### src/rtl/rename_pkg.sv
package rename_pkg;
   // Width of a physical tag able to hold values 0..n (tag 0 is never used).
   function automatic int unsigned ptag_width(input int unsigned n);
      return $clog2(n + 1);
   endfunction

   // Width of an index over n entries, at least one bit.
   function automatic int unsigned idx_width(input int unsigned n);
      return (n > 1) ? $clog2(n) : 1;
   endfunction
endpackage

### src/rtl/rename_freelist.sv
module rename_freelist #(
   parameter int unsigned PTAG_W    = 4,
   parameter int unsigned FIRST_TAG = 5,
   parameter int unsigned DEPTH     = 4
) (
   input  logic              clk,
   input  logic              rst_n,
   input  logic              pop,
   input  logic              push,
   input  logic [PTAG_W-1:0] push_tag,
   output logic [PTAG_W-1:0] head_tag,
   output logic              empty
);
   localparam int unsigned PTR_W = rename_pkg::idx_width(DEPTH);
   localparam int unsigned CNT_W = $clog2(DEPTH + 1);
   localparam bit          POW2  = (DEPTH > 1) && ((DEPTH & (DEPTH - 1)) == 0);

   logic [PTAG_W-1:0] slot_q [DEPTH];
   logic [PTR_W-1:0]  rd_q, wr_q, rd_inc, wr_inc;
   logic [CNT_W-1:0]  cnt_q;
   logic              full, do_pop, do_push;

   assign empty    = (cnt_q == '0);
   assign full     = (cnt_q == CNT_W'(DEPTH));
   assign head_tag = slot_q[rd_q];
   assign do_pop   = pop & ~empty;
   assign do_push  = push & ~full;

   generate
      if (POW2) begin : g_wrap_free
         assign rd_inc = rd_q + 1'b1;
         assign wr_inc = wr_q + 1'b1;
      end else begin : g_wrap_cmp
         assign rd_inc = (rd_q == PTR_W'(DEPTH - 1)) ? '0 : rd_q + 1'b1;
         assign wr_inc = (wr_q == PTR_W'(DEPTH - 1)) ? '0 : wr_q + 1'b1;
      end
   endgenerate

   always_ff @(posedge clk) begin
      if (!rst_n) begin
         for (int i = 0; i < int'(DEPTH); i++) slot_q[i] <= PTAG_W'(FIRST_TAG + i);
         rd_q  <= '0;
         wr_q  <= '0;
         cnt_q <= CNT_W'(DEPTH);
      end else begin
         if (do_push) begin
            slot_q[wr_q] <= push_tag;
            wr_q         <= wr_inc;
         end
         if (do_pop) rd_q <= rd_inc;
         if (do_push && !do_pop)      cnt_q <= cnt_q + 1'b1;
         else if (do_pop && !do_push) cnt_q <= cnt_q - 1'b1;
      end
   end

   // the allocator must never pop an empty queue
   p_no_underflow_r6: assert property (@(posedge clk) disable iff (!rst_n)
      pop |-> !empty);
   // retirement never returns more tags than the queue can hold
   p_no_overflow_r7: assert property (@(posedge clk) disable iff (!rst_n)
      push |-> !full);
endmodule

### src/rtl/rename_map.sv
module rename_map #(
   parameter int unsigned ARCH_REGS = 4,
   parameter int unsigned PTAG_W    = 4,
   parameter int unsigned AREG_W    = 2
) (
   input  logic              clk,
   input  logic              rst_n,
   input  logic [AREG_W-1:0] rd_a,
   input  logic [AREG_W-1:0] rd_b,
   input  logic [AREG_W-1:0] rd_d,
   input  logic              wr_en,
   input  logic [AREG_W-1:0] wr_idx,
   input  logic [PTAG_W-1:0] wr_tag,
   input  logic              bc_valid,
   input  logic [PTAG_W-1:0] bc_tag,
   output logic [PTAG_W-1:0] tag_a,
   output logic              rdy_a,
   output logic [PTAG_W-1:0] tag_b,
   output logic              rdy_b,
   output logic [PTAG_W-1:0] tag_d
);
   logic [PTAG_W-1:0]    tag_q [ARCH_REGS];
   logic [ARCH_REGS-1:0] rdy_q;
   logic [ARCH_REGS-1:0] bc_hit;

   generate
      for (genvar g = 0; g < int'(ARCH_REGS); g++) begin : g_hit
         assign bc_hit[g] = bc_valid && (bc_tag == tag_q[g]);
      end
   endgenerate

   assign tag_a = tag_q[rd_a];
   assign tag_b = tag_q[rd_b];
   assign tag_d = tag_q[rd_d];
   assign rdy_a = rdy_q[rd_a] | bc_hit[rd_a];
   assign rdy_b = rdy_q[rd_b] | bc_hit[rd_b];

   always_ff @(posedge clk) begin
      if (!rst_n) begin
         for (int i = 0; i < int'(ARCH_REGS); i++) tag_q[i] <= PTAG_W'(i + 1);
         rdy_q <= '1;
      end else begin
         rdy_q <= rdy_q | bc_hit;
         if (wr_en) begin
            tag_q[wr_idx] <= wr_tag;
            rdy_q[wr_idx] <= 1'b0;
         end
      end
   end

   // a freshly remapped entry reads not-ready in the following cycle
   p_fresh_not_ready_r5: assert property (@(posedge clk) disable iff (!rst_n)
      wr_en |=> !rdy_q[$past(wr_idx)]);
endmodule

### src/rtl/rename_unit.sv
module rename_unit #(
   parameter int unsigned ARCH_REGS = 4,
   parameter int unsigned PHYS_REGS = 8,
   localparam int unsigned AREG_W   = rename_pkg::idx_width(ARCH_REGS),
   localparam int unsigned PTAG_W   = rename_pkg::ptag_width(PHYS_REGS)
) (
   input  logic              clk,
   input  logic              rst_n,
   input  logic              disp_valid,
   input  logic              disp_wr,
   input  logic [AREG_W-1:0] disp_dst,
   input  logic [AREG_W-1:0] disp_src1,
   input  logic [AREG_W-1:0] disp_src2,
   input  logic              cmpl_valid,
   input  logic [PTAG_W-1:0] cmpl_tag,
   input  logic              rel_valid,
   input  logic [PTAG_W-1:0] rel_tag,
   output logic [PTAG_W-1:0] src1_tag,
   output logic              src1_rdy,
   output logic [PTAG_W-1:0] src2_tag,
   output logic              src2_rdy,
   output logic [PTAG_W-1:0] dst_tag,
   output logic [PTAG_W-1:0] prev_tag,
   output logic              stall
);
   localparam int unsigned FL_DEPTH = PHYS_REGS - ARCH_REGS;

   generate
      if (ARCH_REGS < 1) begin : g_bad_arch
         $error("rename_unit: ARCH_REGS must be at least 1");
      end
      if (PHYS_REGS <= ARCH_REGS) begin : g_bad_phys
         $error("rename_unit: PHYS_REGS must exceed ARCH_REGS");
      end
   endgenerate

   logic fl_empty, alloc;

   assign stall = disp_valid & disp_wr & fl_empty;
   assign alloc = disp_valid & disp_wr & ~fl_empty;

   rename_freelist #(
      .PTAG_W   (PTAG_W),
      .FIRST_TAG(ARCH_REGS + 1),
      .DEPTH    (FL_DEPTH)
   ) u_freelist (
      .clk     (clk),
      .rst_n   (rst_n),
      .pop     (alloc),
      .push    (rel_valid),
      .push_tag(rel_tag),
      .head_tag(dst_tag),
      .empty   (fl_empty)
   );

   rename_map #(
      .ARCH_REGS(ARCH_REGS),
      .PTAG_W   (PTAG_W),
      .AREG_W   (AREG_W)
   ) u_map (
      .clk     (clk),
      .rst_n   (rst_n),
      .rd_a    (disp_src1),
      .rd_b    (disp_src2),
      .rd_d    (disp_dst),
      .wr_en   (alloc),
      .wr_idx  (disp_dst),
      .wr_tag  (dst_tag),
      .bc_valid(cmpl_valid),
      .bc_tag  (cmpl_tag),
      .tag_a   (src1_tag),
      .rdy_a   (src1_rdy),
      .tag_b   (src2_tag),
      .rdy_b   (src2_rdy),
      .tag_d   (prev_tag)
   );

   // the queue head handed out is never the tag it replaces
   p_fresh_tag_r2: assert property (@(posedge clk) disable iff (!rst_n)
      alloc |-> (dst_tag != prev_tag));
   // a stall without a release leaves the queue head untouched
   p_stall_holds_head_r6: assert property (@(posedge clk) disable iff (!rst_n)
      (stall && !rel_valid) |=> (dst_tag == $past(dst_tag)));
endmodule

### config.mk
export PLATFORM = sky130hd
export DESIGN_NAME = rename_unit
export DESIGN_NICKNAME = d
export VERILOG_FILES = /design/src/rtl/rename_pkg.sv /design/src/rtl/rename_freelist.sv /design/src/rtl/rename_map.sv /design/src/rtl/rename_unit.sv
export SDC_FILE = /design/constraint.sdc
export NUM_CORES = 1
export LEC_CHECK = 0
export ABC_AREA = 1
export BUFFER_PORTS_ARGS = -buffer_cell sky130_fd_sc_hd__buf_2
export CAP_MARGIN = 20
export CORE_MARGIN = 2
export CORE_UTILIZATION = 61
export CTS_CLUSTER_SIZE = 16
export DETAILED_ROUTE_END_ITERATION = 8
export HOLD_SLACK_MARGIN = 0.05
export PLACE_DENSITY = 0.95
export SYNTH_ARGS = -nofsm -noshare
export SYNTH_HDL_FRONTEND = slang
export SYNTH_SLANG_ARGS = --single-unit
### constraint.sdc
create_clock -name clk -period 5.06 [get_ports clk]
set_input_delay 1.012 -clock clk [delete_from_list [all_inputs] [get_ports clk]]
set_output_delay 1.012 -clock clk [all_outputs]
set_load 0.1 [all_outputs]
; ---- Word-level counts from Yosys, hierarchy flattened
; Memories as Yosys holds them, arrays and structs flattened. A register that Yosys moved wholly into a read port is not among the register bits.
; Index checks and enable logic that the tools add are counted.
[totals]
ff_bits = 11
ram_bits = 32
output_inout_bits = 19
wordCells = 72
n_memories = 2
[op_classes]
n_addsub = 4
n_lt_le_gt_ge = 4
eq_ne = 5
muxes = 28
n_bitwise = 12
reduce_logical = 13
[memory_table]
columns = memory, depth, width, read_ports, rd_clocked_by_memory_dff, write_ports, line_no
row1 = u_freelist.slot_q, 4, 4, 1, 1, 4, rename_freelist.sv:18  ; logic [PTAG_W-1:0] slot_q [DEPTH];
row2 = u_map.tag_q, 4, 4, 7, 0, 4, rename_map.sv:22  ; logic [PTAG_W-1:0] tag_q [ARCH_REGS];
[ops]
columns = operator, count
row1 = equality test 4 bit, 4
row2 = 2-to-1 mux 1 bit, 14
row3 = 2-to-1 mux 4 bit, 3
row4 = less-than comparator 2 x 3 -> 1 bit (second input constant), 3
row5 = binary-select mux 1 bit (select 2 bit), 4
row6 = 2-to-1 mux 2 bit, 4
row7 = OR reduction 4 bit, 2
row8 = logical AND 1 bit, 7
row9 = 2-to-1 mux 3 bit, 2
row10 = bitwise AND 1 bit, 5
row11 = adder 2 x 1 -> 2 bit (second input constant), 2
row12 = bitwise AND 4 bit, 1
row13 = NOT 4 bit, 1
row14 = bitwise OR 4 bit, 1
row15 = adder 3 x 1 -> 3 bit (second input constant), 1
row16 = equality test 3 bit (second input constant), 1
row17 = logical NOT 3 bit, 1
row18 = subtractor 3 x 1 -> 3 bit (second input constant), 1
row19 = demux 1 bit (select 2 bit), 1
row20 = greater-or-equal comparator 2 x 1 -> 1 bit (second input constant), 1
row21 = logical NOT 1 bit, 2
row22 = NOT 1 bit, 2
row23 = bitwise OR 1 bit, 2
row24 = nonzero test 2 bit, 1

; ---- Longest topological paths before layout
; Gate-level depths: netlist of the first run.
[depth]
ltp_word = 8
mapped_depth = 11

; ---- Modules after synthesis
; From an unflattened synthesis of the first run, not the netlist that was laid out.
[unflattened]
cells_unflattened = 341
hier_area_um2 = 2612.5
[modules_own_cells]
columns = module, n_inst, cells_each, area_per_inst_um2
row1 = rename_map, 1, 209, 1428.9
row2 = rename_freelist, 1, 128, 1168.6
row3 = rename_unit, 1, 4, 15.0

; ---- Least setup slack after synthesis of the first run
; OpenSTA, ideal clock, no wires.
[synth_path]
path_kind = input -> output
start = input port disp_src1[0]
end = output port src1_tag[1]
arrival_time_ps = 2939
required_time_ps = 4048
slack_ps = 1109
path_stages = 5
path_buffers = 2
path_cell_list = buf_2 -> inv_1 -> buf_2 -> o21ai_0 -> o22ai_1
[synth_between]
elab_chain_len = 1
[synth_lines]
columns = item, line_no
row1 = "start, declared", rename_unit.sv:12  ; input logic [AREG_W-1:0] disp_src1,
row2 = memory (4 x 4 bit), n/a
row3 = "end, declared", rename_unit.sv:18  ; output logic [PTAG_W-1:0] src1_tag,
; Every way passes these cells.

; ---- Final worst setup path of the first run
[layout_path]
start = input port cmpl_tag[1]
end = output port src1_rdy
[layout_between]
elab_chain_len = 5
elab_cells_between_ends = 11
[layout_lines]
columns = item, line_no
row1 = "start, declared", rename_unit.sv:15  ; input logic [PTAG_W-1:0] cmpl_tag,
row2 = equality test 4 bit, rename_map.sv:28  ; assign bc_hit[g] = bc_valid && (bc_tag == tag_q[g]);
row3 = logical AND 1 bit, rename_map.sv:28
row4 = binary-select mux 1 bit (select 2 bit) *, rename_map.sv:35  ; assign rdy_a = rdy_q[rd_a] | bc_hit[rd_a];
row5 = 2-to-1 mux 1 bit (implied by the code) *, rename_map.sv:35
row6 = bitwise OR 1 bit *, rename_map.sv:35
row7 = "end, declared", rename_unit.sv:19  ; output logic src1_rdy,
; Mark *: on every way between the ends. The rest lies on a longest branch, timed or not. The select of a mux whose other input is x is not followed.

==> results of run 1 <==
[metal layers]
| layer | track usage (%) | part of all wire (%) | up-vias |
|---|---|---|---|
| met1 | 31.45 | 38 | 1053 |
| met5 | 0 | 0 | - |
| met4 | 17.21 | 4.5 | 0 |
| li1 | - | - | 1141 |
| met3 | 4.240 | 8.3 | 28 |
| met2 | 44.87 | 50 | 152 |
[power groups by stage]
stage	combinational, mW	sequential [mW]	clock, mW
floorplan	0.318	0.464	0
CTS	0.382	0.466	0.240
finish	0.383	0.467	0.241
global route	0.412	0.472	0.252
global placement	0.365	0.473	0
detailed placement	0.378	0.475	0
[registers in the layout (all words and copies together) (netlist names), named ones only]
| name | flops |
|---|---|
| u_freelist.slot_q | 16 |
| u_map.tag_q | 16 |
| u_map.rdy_q | 4 |
| u_freelist.cnt_q | 3 |
| u_freelist.rd_q | 2 |
| u_freelist.wr_q | 2 |
[worst min-delay path by stage]
| stage | cells after the start | slack [ns] | start | end |
|---|---|---|---|---|
| 2_1_floorplan | 2 | 0.44 | u_freelist.rd_q[1] | flop |
| 5_1_grt | 2 | 0.54 | u_freelist.rd_q[1] | u_freelist.rd_q[1] |
| 6_report | 2 | 0.48 | u_freelist.rd_q[1] | u_freelist.rd_q[1] |
| 3_5_place_dp | 2 | 0.47 | u_freelist.rd_q[1] | flop |
| 3_3_place_gp | 2 | 0.45 | u_freelist.rd_q[1] | flop |
| 4_1_cts | 2 | 0.48 | u_freelist.rd_q[1] | u_freelist.rd_q[1] |
[critical path, stage by stage]
cell     delay [ns]
buf_2          0.11
inv_1          0.13
o21ai_0        0.10
nor2_1         0.14
nand2_1        0.12
nand3_1        0.09
nand3_1        0.09
nand2_1        0.07
buf_2          0.41
[cells by family (layout without fill, tap and decap cells)]
kind of cell             Yosys count  count (layout)  share of synthesized area [%]
buffers and inverters             58              97                          9.399
adder cells (fa/ha/maj)            2               2                          1.260
AND/OR/NAND/NOR                  149             149                          26.99
flip-flops                        45              45                          47.29
XOR/XNOR                           4               4                          1.356
AO/OA/AOI/OAI                     64              64                          13.71
[layout by cell type, fill, tap and decap left out, types with 3 or more instances in the layout]
| master | netlist | final |
|---|---|---|
| nand2_2 | 6 | 6 |
| nor2_4 | 4 | 4 |
| a22oi_1 | 3 | 3 |
| buf_2 | 5 | 38 |
| inv_4 | 3 | 3 |
| xor2_1 | 4 | 4 |
| inv_1 | 40 | 40 |
| o21ai_0 | 36 | 36 |
| inv_2 | 7 | 7 |
| edfxtp_1 | 32 | 32 |
| o22ai_1 | 9 | 9 |
| nand3_1 | 22 | 22 |
| dfxtp_1 | 13 | 13 |
| nor2_1 | 48 | 48 |
| a21oi_1 | 12 | 12 |
| o221ai_1 | 3 | 3 |
| clkbuf_8 | 0 | 6 |
| nand2_1 | 59 | 59 |
[final cells by class]
class	instances	area, µm²
Inverter	51	198.9
Timing Repair Buffer	38	190.2
Tap cell	50	62.56
Clock buffer	6	82.58
Fill cell	317	1137
Clock inverter	2	17.52
Multi-Input combinational cell	219	1119
Sequential cell	45	1221
[metrics by stage]
step / total power [mW] / cells
6_report: 1.090 / 411
3_3_place_gp: 0.8387 / 403
5_1_grt: 1.136 / 411
2_1_floorplan: 0.7819 / 322
4_1_cts: 1.088 / 411
3_5_place_dp: 0.8529 / 403
==> metrics.md, run 1 <==
| Metric | Value |
|---|---|
| Status | `finished clean` |
| Setup TNS | `0 ns` |
| Final Critical Period | `3.293 ns` |
| CP Launch Point | `cmpl_tag[1]` |
| Crit Path Max Fanout | `6` |
| Worst r2r dst | `u_freelist.cnt_q[2]` |
| First-pass GRT wire length | `10.13 mm` |
| WP data required | `4.05 ns` |
| Max_cap viols | `0` |
| Main synth FF type | `edfxtp_1` |
| Yosys Warn Count | `0` |
| Post-synth EDFFs | `32` |
| R2R Setup Slk | `3.09 ns` |
| I/O pin count | `39` |
| Initial antenna violation count | `0` |
| H-tree levels | `2` |
| Die area | `4770 µm²` |
| Initial Utilization | `64.10%` |
| RD Place Congestion | `1.025` |
| FF-to-FF path depth | `11` |
| Cts repair resizes | `0` |
| Utilization after layout | `71.77%` |
| Worst-margin pin slew | `0.7573 ns` |
| Post-synth top area share | `37.21%` |
| Peak VDD IR | `0.2820 mV` |
| P_int | `637.2 µW` |
| Routed len/inst | `14.86 µm` |
| Synth Cell Area | `2582 µm²` |
| WHS | `0.4768 ns` |
| Syn Nets | `344` |
| Distinct cell type count after synthesis | `31` |
| DP Area | `2791 µm²` |
| Largest area contributor in the netlist | `edfxtp_1` |
| CP Class | `primary input to primary output` |
| Clock skew | `0.003957 ns` |
| Rel. slew slack | `48.98%` |
| Core Region | `4029 µm²` |
| CP endpoint | `src1_rdy` |
| Total CTS buffers | `5` |
| Setup bufs post-CTS | `0` |
| CTS max path bufs | `2` |
| Seq/Total Area, Yosys | `47.29%` |
| Grt total ovfl | `0` |
| Final wirelength | `6.108 mm` |
| Final hold violation count | `0` |
| P&R area growth vs syn | `11.97%` |
| Die width | `69.07 µm` |
| Sequential share of power | `42.8%` |
| Initial DRC count | `231` |
| CTS Sinks | `45` |
| Gr usage total | `26.66%` |
| Die Ht | `69.07 µm` |
| First-pass iteration count of the detailed router | `6` |
| Clk slew on worst S/H paths | `0.08 ns` |
| # hold bufs at CTS | `0` |
| Fin crit share | `65.08%` |
| Syn Inst Count | `322` |
| Final #Nets | `382` |
| Synthesized flop and latch total | `45` |
| Critical Path Source Type | `primary input` |
| Fin. max-slew vios | `0` |
| Share of cells above drive strength 1 | `20.22%` |
| Design area | `2892 µm²` |
| Most frequent cells after synthesis | `nand2_1 (59), nor2_1 (48), inv_1 (40)` |
| Fraction of registers with async set/reset | `0%` |
| Final Setup Violations | `0` |
| Worst EP arrival | `2.28 ns` |
| TritonCTS clock tree | `built` |
| Psw | `452.9 µW` |
| Switching share of total power | `41.55%` |
| CP endpoint kind | `primary output` |
| RSZ-0062 raised after global routing | `false` |
| Worst setup margin | `1.767 ns` |
| Clock power frac | `22.1%` |
| Max frequency | `303.7 MHz` |
| Most common cell in the synthesized netlist | `nand2_1` |
| Syn Area/Cell | `8.020 µm²` |
| Reg-to-Reg Start | `u_freelist.cnt_q[1]` |
| Hold Path Class | `flop to flop` |
| Antenna viol nets, final | `0` |
| Post-DR vias/cell | `5.776` |
| CTS Root Cell | `clkbuf_8` |
| Share of power burned in combinational logic | `35.1%` |
| Vias in the first global route | `2208` |
| Site Rows | `23` |
| DR DRC count | `0` |
| IO buf count | `38` |
| Static leakage | `1.261 nW` |
| Skew-Pair Late Insertion Delay | `0.31 ns` |
| Post-placement setup slack | `1.803 ns` |
| Cell area power density | `377.0 nW/µm²` |
| Ant. Diodes | `0` |
| Largest net degree at the start of global routing | `19` |
| Area contributors post-synth | `edfxtp_1 (37%), dfxtp_1 (10%), nand2_1 (8.6%)` |
| Detailed-placement wirelength estimate | `4.469 mm` |
| Vias | `2374` |
Power figures use the tool's default switching activity.
==> inputs of run 2 (changes only) <==
Settings changed: CORE_UTILIZATION 61 to 51, PLACE_DENSITY 0.95 to 0.86.
Clock period 5.06 ns to 2.8 ns, I/O delays scaled along.
==> run 2 against run 1 <==
Sequential share of layout area is 0.91 points lower. Register-to-register slack got worse by 2.2 ns. Sequential cell count unchanged. Total power rose by 80%. Final area increased by 2.2%. Cell count up 4.1%. Clock skew rose by 0.0054 ns. Hold slack improved by 0.0022 ns. Worst setup slack got worse by 1.4 ns. Critical path depth fell by 1. Count of clock-buffer cells in the layout down 1. First-iteration DRC count fell by 34%. Largest cell class unchanged.
==> metrics.md, run 2 (synthesis results as in run 1) <==
| Metric | Value |
|---|---|
| Status | `finished clean (unchanged)` |
| CTS Sinks | `45 (unchanged)` |
| Utilization after layout | `61.35% (was 71.77%)` |
| Fin. max-slew vios | `0 (unchanged)` |
| Share of power burned in combinational logic | `35.0% (was 35.1%)` |
| Clock skew | `0.009405 ns (was 0.003957 ns)` |
| Worst-margin pin slew | `0.7050 ns (was 0.7573 ns)` |
| WP data required | `2.24 ns (was 4.05 ns)` |
| P_int | `1.137 mW (was 637.2 µW)` |
| Hold Path Class | `flop to flop (unchanged)` |
| First-pass GRT wire length | `9.749 mm (was 10.13 mm)` |
| Commonest non-fill, non-tap cells in the layout | `nand2_1 (59), nor2_1 (48), inv_1 (40), buf_2 (38), o21ai_0 (36) (unchanged)` |
| First-pass iteration count of the detailed router | `5 (was 6)` |
| Skew-Pair Late Insertion Delay | `0.31 ns (about the same)` |
| CP Class | `flop to primary output (was primary input to primary output)` |
| Final hold violation count | `0 (unchanged)` |
| Fillers | `436 (was 317)` |
| Setup TNS | `0 ns (unchanged)` |
| Die area | `5649 µm² (was 4770 µm²)` |
| Final Critical Period | `2.434 ns` |
| Grt total ovfl | `0 (unchanged)` |
| Fin crit share | `86.92%` |
| Max_cap viols | `0 (unchanged)` |
| DR DRC count | `0 (unchanged)` |
| Rel. slew slack | `52.51% (was 48.98%)` |
| Most common cell after layout, fill and taps aside | `nand2_1 (unchanged)` |
| Max frequency | `410.9 MHz` |
| RD Place Congestion | `0.9017 (was 1.025)` |
| Design area | `2955 µm² (was 2892 µm²)` |
| TritonCTS clock tree | `built (unchanged)` |
| # hold bufs at CTS | `0 (unchanged)` |
| Peak VDD IR | `0.5906 mV (was 0.2820 mV)` |
| Share of cells above drive strength 1 | `22.44% (was 20.22%)` |
| I/O pin count | `39 (unchanged)` |
| Total CTS buffers | `5 (unchanged)` |
| Dpl cells | `420 (was 403)` |
| Clk slew on worst S/H paths | `0.09 ns (was 0.08 ns)` |
| Gr usage total | `23.19% (was 26.66%)` |
| Initial antenna violation count | `0 (unchanged)` |
| CP endpoint kind | `primary output (unchanged)` |
| Critical Path Source Type | `flop (was primary input)` |
| CP Launch Point | `u_map.tag_q[1][3] (was cmpl_tag[1])` |
| Psw | `826.3 µW (was 452.9 µW)` |
| CTS Root Cell | `clkbuf_8 (unchanged)` |
| FF-to-FF path depth | `11 (unchanged)` |
| IO buf count | `38 (unchanged)` |
| Worst EP arrival | `1.87 ns (was 2.28 ns)` |
| DP Area | `2858 µm² (was 2791 µm²)` |
| Vias in the first global route | `2227 (was 2208)` |
| Site Rows | `25 (was 23)` |
| Detailed-placement wirelength estimate | `4.683 mm (was 4.469 mm)` |
| RSZ-0062 raised after global routing | `false (unchanged)` |
| Cts repair resizes | `0 (unchanged)` |
| Die Ht | `75.16 µm (was 69.07 µm)` |
| Final Setup Violations | `0 (unchanged)` |
| Reg-to-Reg Start | `u_freelist.cnt_q[1] (unchanged)` |
| Routed len/inst | `13.82 µm (was 14.86 µm)` |
| Largest net degree at the start of global routing | `19 (unchanged)` |
| Crit Path Max Fanout | `5 (was 6)` |
| Vias | `2331 (was 2374)` |
| P&R area growth vs syn | `14.44% (was 11.97%)` |
| Cell Count, Final, Fillers Out | `428 (was 411)` |
| Hold path cells | `2 (unchanged)` |
| Cell area power density | `664.3 nW/µm² (was 377.0 nW/µm²)` |
| Hold EP | `u_freelist.rd_q[1] (unchanged)` |
| Final #Nets | `382 (unchanged)` |
| Post-DR vias/cell | `5.446 (was 5.776)` |
| Clock power frac | `22.1% (about the same)` |
| Die width | `75.16 µm (was 69.07 µm)` |
| Worst r2r dst | `u_freelist.cnt_q[2] (unchanged)` |
| Sequential share of power | `42.9% (was 42.8%)` |
| Setup bufs post-CTS | `0 (unchanged)` |
| Initial Utilization | `53.61% (was 64.10%)` |
| Final wirelength | `5.913 mm (was 6.108 mm)` |
| CTS max path bufs | `2 (unchanged)` |
| Antenna viol nets, final | `0 (unchanged)` |
| Initial DRC count | `153 (was 231)` |
| Core Region | `4817 µm² (was 4029 µm²)` |
| Worst setup margin | `0.3662 ns (was 1.767 ns)` |
| Static leakage | `1.281 nW (was 1.261 nW)` |
| Hold Path Origin | `u_freelist.rd_q[1] (unchanged)` |
| H-tree levels | `2 (unchanged)` |
| R2R Setup Slk | `0.92 ns (was 3.09 ns)` |
| Biggest regs | `u_freelist.slot_q (16), u_map.tag_q (16), u_map.rdy_q (4) (unchanged)` |
| Post-placement setup slack | `0.4438 ns (was 1.803 ns)` |
| Ant. Diodes | `0 (unchanged)` |
| Switching share of total power | `42.09% (was 41.55%)` |
run 2: worst max-delay path: stages, from the launching register on:
cell and delay [ns]:
edfxtp_1 0.47, nand2_1 0.10, o21ai_0 0.09, nor2_1 0.15, nand2_1 0.11, nand3_1 0.08
nand3_1 0.07, nand2_1 0.07, buf_2 0.42
run 2: worst max path at each step:
stage | depth (start not counted) | end | slack, ns
6_report | 8 | src1_rdy | 0.37
2_1_floorplan | 4 | prev_tag[0] | -0.1
3_5_place_dp | 9 | src1_rdy | 0.44
4_1_cts | 7 | src2_rdy | 0.39
5_1_grt | 8 | src1_rdy | 0.24
3_3_place_gp | 5 | prev_tag[0] | 0.48
run 2: layout make-up:
class	instances	area (µm²)	area share (%)
Timing Repair Buffer	38	190.2	6.435
Clock inverter	3	28.78	0.9738
Tap cell	67	83.83	2.837
Inverter	51	198.9	6.732
Clock buffer	5	68.82	2.329
Multi-Input combinational cell	219	1164	39.37
Sequential cell	45	1221	41.32
run 2: power groups by stage:
stage          logic, mW  registers (mW)  clock network [mW]
2_1_floorplan      0.583           0.839                   0
3_3_place_gp       0.674           0.853                   0
3_5_place_dp       0.689           0.856                   0
4_1_cts            0.691           0.841               0.445
5_1_grt            0.746           0.850               0.469
6_report           0.688           0.842               0.434
run 2: through the flow:
step	hold slack (ns)	total power, mW
6_report	0.4790	1.963
5_1_grt	0.5154	2.065
4_1_cts	0.4781	1.977
3_5_place_dp	0.4626	1.546
3_3_place_gp	0.4555	1.527
2_1_floorplan	0.4356	1.422
run 2: per-layer routing:
layer | track usage [%] | routed length (µm)
met4 | 14.42 | 242
met2 | 40.74 | 3041
met5 | 0 | 0
met1 | 26.38 | 2303
met3 | 3.481 | 326
==> inputs of run 3 (changes only) <==
Settings changed: CORE_UTILIZATION 51 to 45, PLACE_DENSITY 0.86 to 0.65.
==> run 3 against run 2 <==
Count of clock-buffer cells in the layout rose by 1. Via count shrank 4.6%. Sequential cell count is the same. First-iteration DRC count grew 17%. Clock skew grew 0.0030 ns. Sequential share of layout area decreased by 0.28 points. Combinational power shrank 0.6%. Total power is 2.3% higher. Sequential power about the same. Clock power grew 11%. Register-to-register slack hardly changed. Hold slack worse by 0.0019 ns.
==> metrics.md, run 3 (synthesis results as in run 1) <==
| Metric | Value |
|---|---|
| Initial DRC count | `179 (was 153)` |
| Ant. Diodes | `0 (unchanged)` |
| Vias | `2224 (was 2331)` |
| P&R area growth vs syn | `15.21% (was 14.44%)` |
| Clock power frac | `24.1% (was 22.1%)` |
| Site Rows | `27 (was 25)` |
| Most common cell after layout, fill and taps aside | `nand2_1 (unchanged)` |
| # hold bufs at CTS | `0 (unchanged)` |
| Share of power burned in combinational logic | `34.0% (was 35.0%)` |
| Fillers | `534 (was 436)` |
| Cell area power density | `675.3 nW/µm² (was 664.3 nW/µm²)` |
| Sequential cell area | `1221 µm² (unchanged)` |
| H-tree levels | `2 (unchanged)` |
| Max frequency | `412.3 MHz (was 410.9 MHz)` |
| DP Area | `2864 µm² (was 2858 µm²)` |
| TritonCTS clock tree | `built (unchanged)` |
| WP data required | `2.24 ns (about the same)` |
| Largest net degree at the start of global routing | `19 (unchanged)` |
| Psw | `792.0 µW (was 826.3 µW)` |
| Worst path max stage delay | `0.45 ns (was 0.47 ns)` |
| Initial antenna violation count | `0 (unchanged)` |
| Setup bufs post-CTS | `0 (unchanged)` |
| DR DRC count | `0 (unchanged)` |
| Design area | `2975 µm² (was 2955 µm²)` |
| I/O pin count | `39 (unchanged)` |
| Final Setup Violations | `0 (unchanged)` |
| Peak VDD IR | `0.4364 mV (was 0.5906 mV)` |
| Gr usage total | `19.35% (was 23.19%)` |
| Rel. slew slack | `55.10% (was 52.51%)` |
| IO buf count | `38 (unchanged)` |
| Die area | `6361 µm² (was 5649 µm²)` |
| Core Region | `5540 µm² (was 4817 µm²)` |
| Crit path top cell by count | `nand2_1 (unchanged)` |
| Worst-margin pin slew | `0.6665 ns (was 0.7050 ns)` |
| Sequential share of power | `41.9% (was 42.9%)` |
| WHS | `0.4771 ns (was 0.4790 ns)` |
| Fin crit share | `86.61% (was 86.92%)` |
| Final #Nets | `382 (unchanged)` |
| First-pass iteration count of the detailed router | `8 (was 5)` |
| Post-DR vias/cell | `5.136 (was 5.446)` |
| Cts repair resizes | `0 (unchanged)` |
| Clk slew on worst S/H paths | `0.09 ns (about the same)` |
| Hold Path Class | `flop to flop (unchanged)` |
| First-pass GRT wire length | `9.363 mm (was 9.749 mm)` |
| Final hold violation count | `0 (unchanged)` |
| CTS Root Cell | `clkbuf_8 (unchanged)` |
| Final Total Pwr | `2.009 mW (was 1.963 mW)` |
| Static leakage | `1.285 nW (was 1.281 nW)` |
| Biggest regs | `u_freelist.slot_q (16), u_map.tag_q (16), u_map.rdy_q (4) (unchanged)` |
| Worst EP arrival | `1.87 ns (about the same)` |
| Clock skew | `0.01239 ns (was 0.009405 ns)` |
| Antenna viol nets, final | `0 (unchanged)` |
| Fin. max-slew vios | `0 (unchanged)` |
| Final Critical Period | `2.425 ns (was 2.434 ns)` |
| Skew-Pair Late Insertion Delay | `0.30 ns (was 0.31 ns)` |
| Vias in the first global route | `1958 (was 2227)` |
| Grt total ovfl | `0 (unchanged)` |
| CP Class | `flop to primary output (unchanged)` |
| Total CTS buffers | `5 (unchanged)` |
| Status | `finished clean (unchanged)` |
| Buffers & Inverters on Critical Path | `2 (was 1)` |
| Critical-path cell with the highest stage delay | `edfxtp_1 (unchanged)` |
| Critical Path Source Type | `flop (unchanged)` |
| Detailed-placement wirelength estimate | `4.512 mm (was 4.683 mm)` |
| Commonest non-fill, non-tap cells in the layout | `nand2_1 (59), nor2_1 (48), inv_1 (40), buf_2 (38), o21ai_0 (36) (unchanged)` |
| Share of cells above drive strength 1 | `22.16% (was 22.44%)` |
| Die width | `79.76 µm (was 75.16 µm)` |
| Setup TNS | `0 ns (unchanged)` |
| Crit Path Max Fanout | `4 (was 5)` |
| P_int | `1.217 mW (was 1.137 mW)` |
| Initial Utilization | `46.61% (was 53.61%)` |
| Multi-input gate area | `1164 µm² (unchanged)` |
| Crit-path cells | `inv_1 -> nand2_1 -> o21ai_0 -> nor2_1 -> nand2_1 -> nand3_1 -> nand3_1 -> nand2_1 -> buf_2 (was nand2_1 -> o21ai_0 -> nor2_1 -> nand2_1 -> nand3_1 -> nand3_1 -> nand2_1 -> buf_2)` |
| Routed len/inst | `13.48 µm (was 13.82 µm)` |
| CP endpoint kind | `primary output (unchanged)` |
| Largest delay share family, worst path | `simple AND/OR/NAND/NOR gates (unchanged)` |
| Utilization after layout | `53.70% (was 61.35%)` |
| Final wirelength | `5.838 mm (was 5.913 mm)` |
| Die Ht | `79.76 µm (was 75.16 µm)` |
| CTS max path bufs | `2 (unchanged)` |
| Max_cap viols | `0 (unchanged)` |
| CTS Sinks | `45 (unchanged)` |
| RD Place Congestion | `0.9107 (was 0.9017)` |
| RSZ-0062 raised after global routing | `false (unchanged)` |
| Switching share of total power | `39.41% (was 42.09%)` |
run 3: tightest hold or removal path, cell delays in order (launching register included):
cell	delay (ns)
dfxtp_1	0.30
inv_1	0.06
a21oi_1	0.07
run 3: power groups by stage:
stage	sequential [mW]	combinational, mW	clock (mW)
6_report	0.842	0.684	0.483
5_1_grt	0.852	0.747	0.520
4_1_cts	0.842	0.689	0.496
3_5_place_dp	0.857	0.688	0
3_3_place_gp	0.857	0.679	0
2_1_floorplan	0.839	0.583	0
run 3: through the flow:
step           cells  setup slack, ns
4_1_cts          433           0.3933
2_1_floorplan    322         -0.09659
3_5_place_dp     425           0.4896
5_1_grt          433           0.2196
6_report         433           0.3748
3_3_place_gp     425           0.4937
run 3: final timing paths:
| kind | start | endpoint | slack (ns) | depth (start not counted) |
|---|---|---|---|---|
| worst min register to register | u_freelist.rd_q[1] | flop | 0.48 | 2 |
| worst min-delay path | u_freelist.rd_q[1] | flop | 0.48 | 2 |
| worst max register to register | u_freelist.cnt_q[0] | u_freelist.cnt_q[2] | 0.92 | 11 |
| worst max-delay path | u_map.tag_q[3][1] | src1_rdy | 0.37 | 9 |
run 3: per-layer routing:
metal	part of all wire (%)	GRT usage, %	wire [µm]	vias to the layer above
li1	-	-	-	1144
met1	43	23.69	2523	1012
met2	51	33.95	2959	60
met3	4.6	3.733	266	8
met4	1.5	6.780	88	0
met5	0	0	0	-
run 3: cell type report:
cell class,count,area share [%]
clock buffer,6,2.439
clock inverter,2,1.304
multi-input combinational,219,39.11
inverter,51,6.686
sequential,45,41.04
tap,72,3.028
timing repair buffer,38,6.392
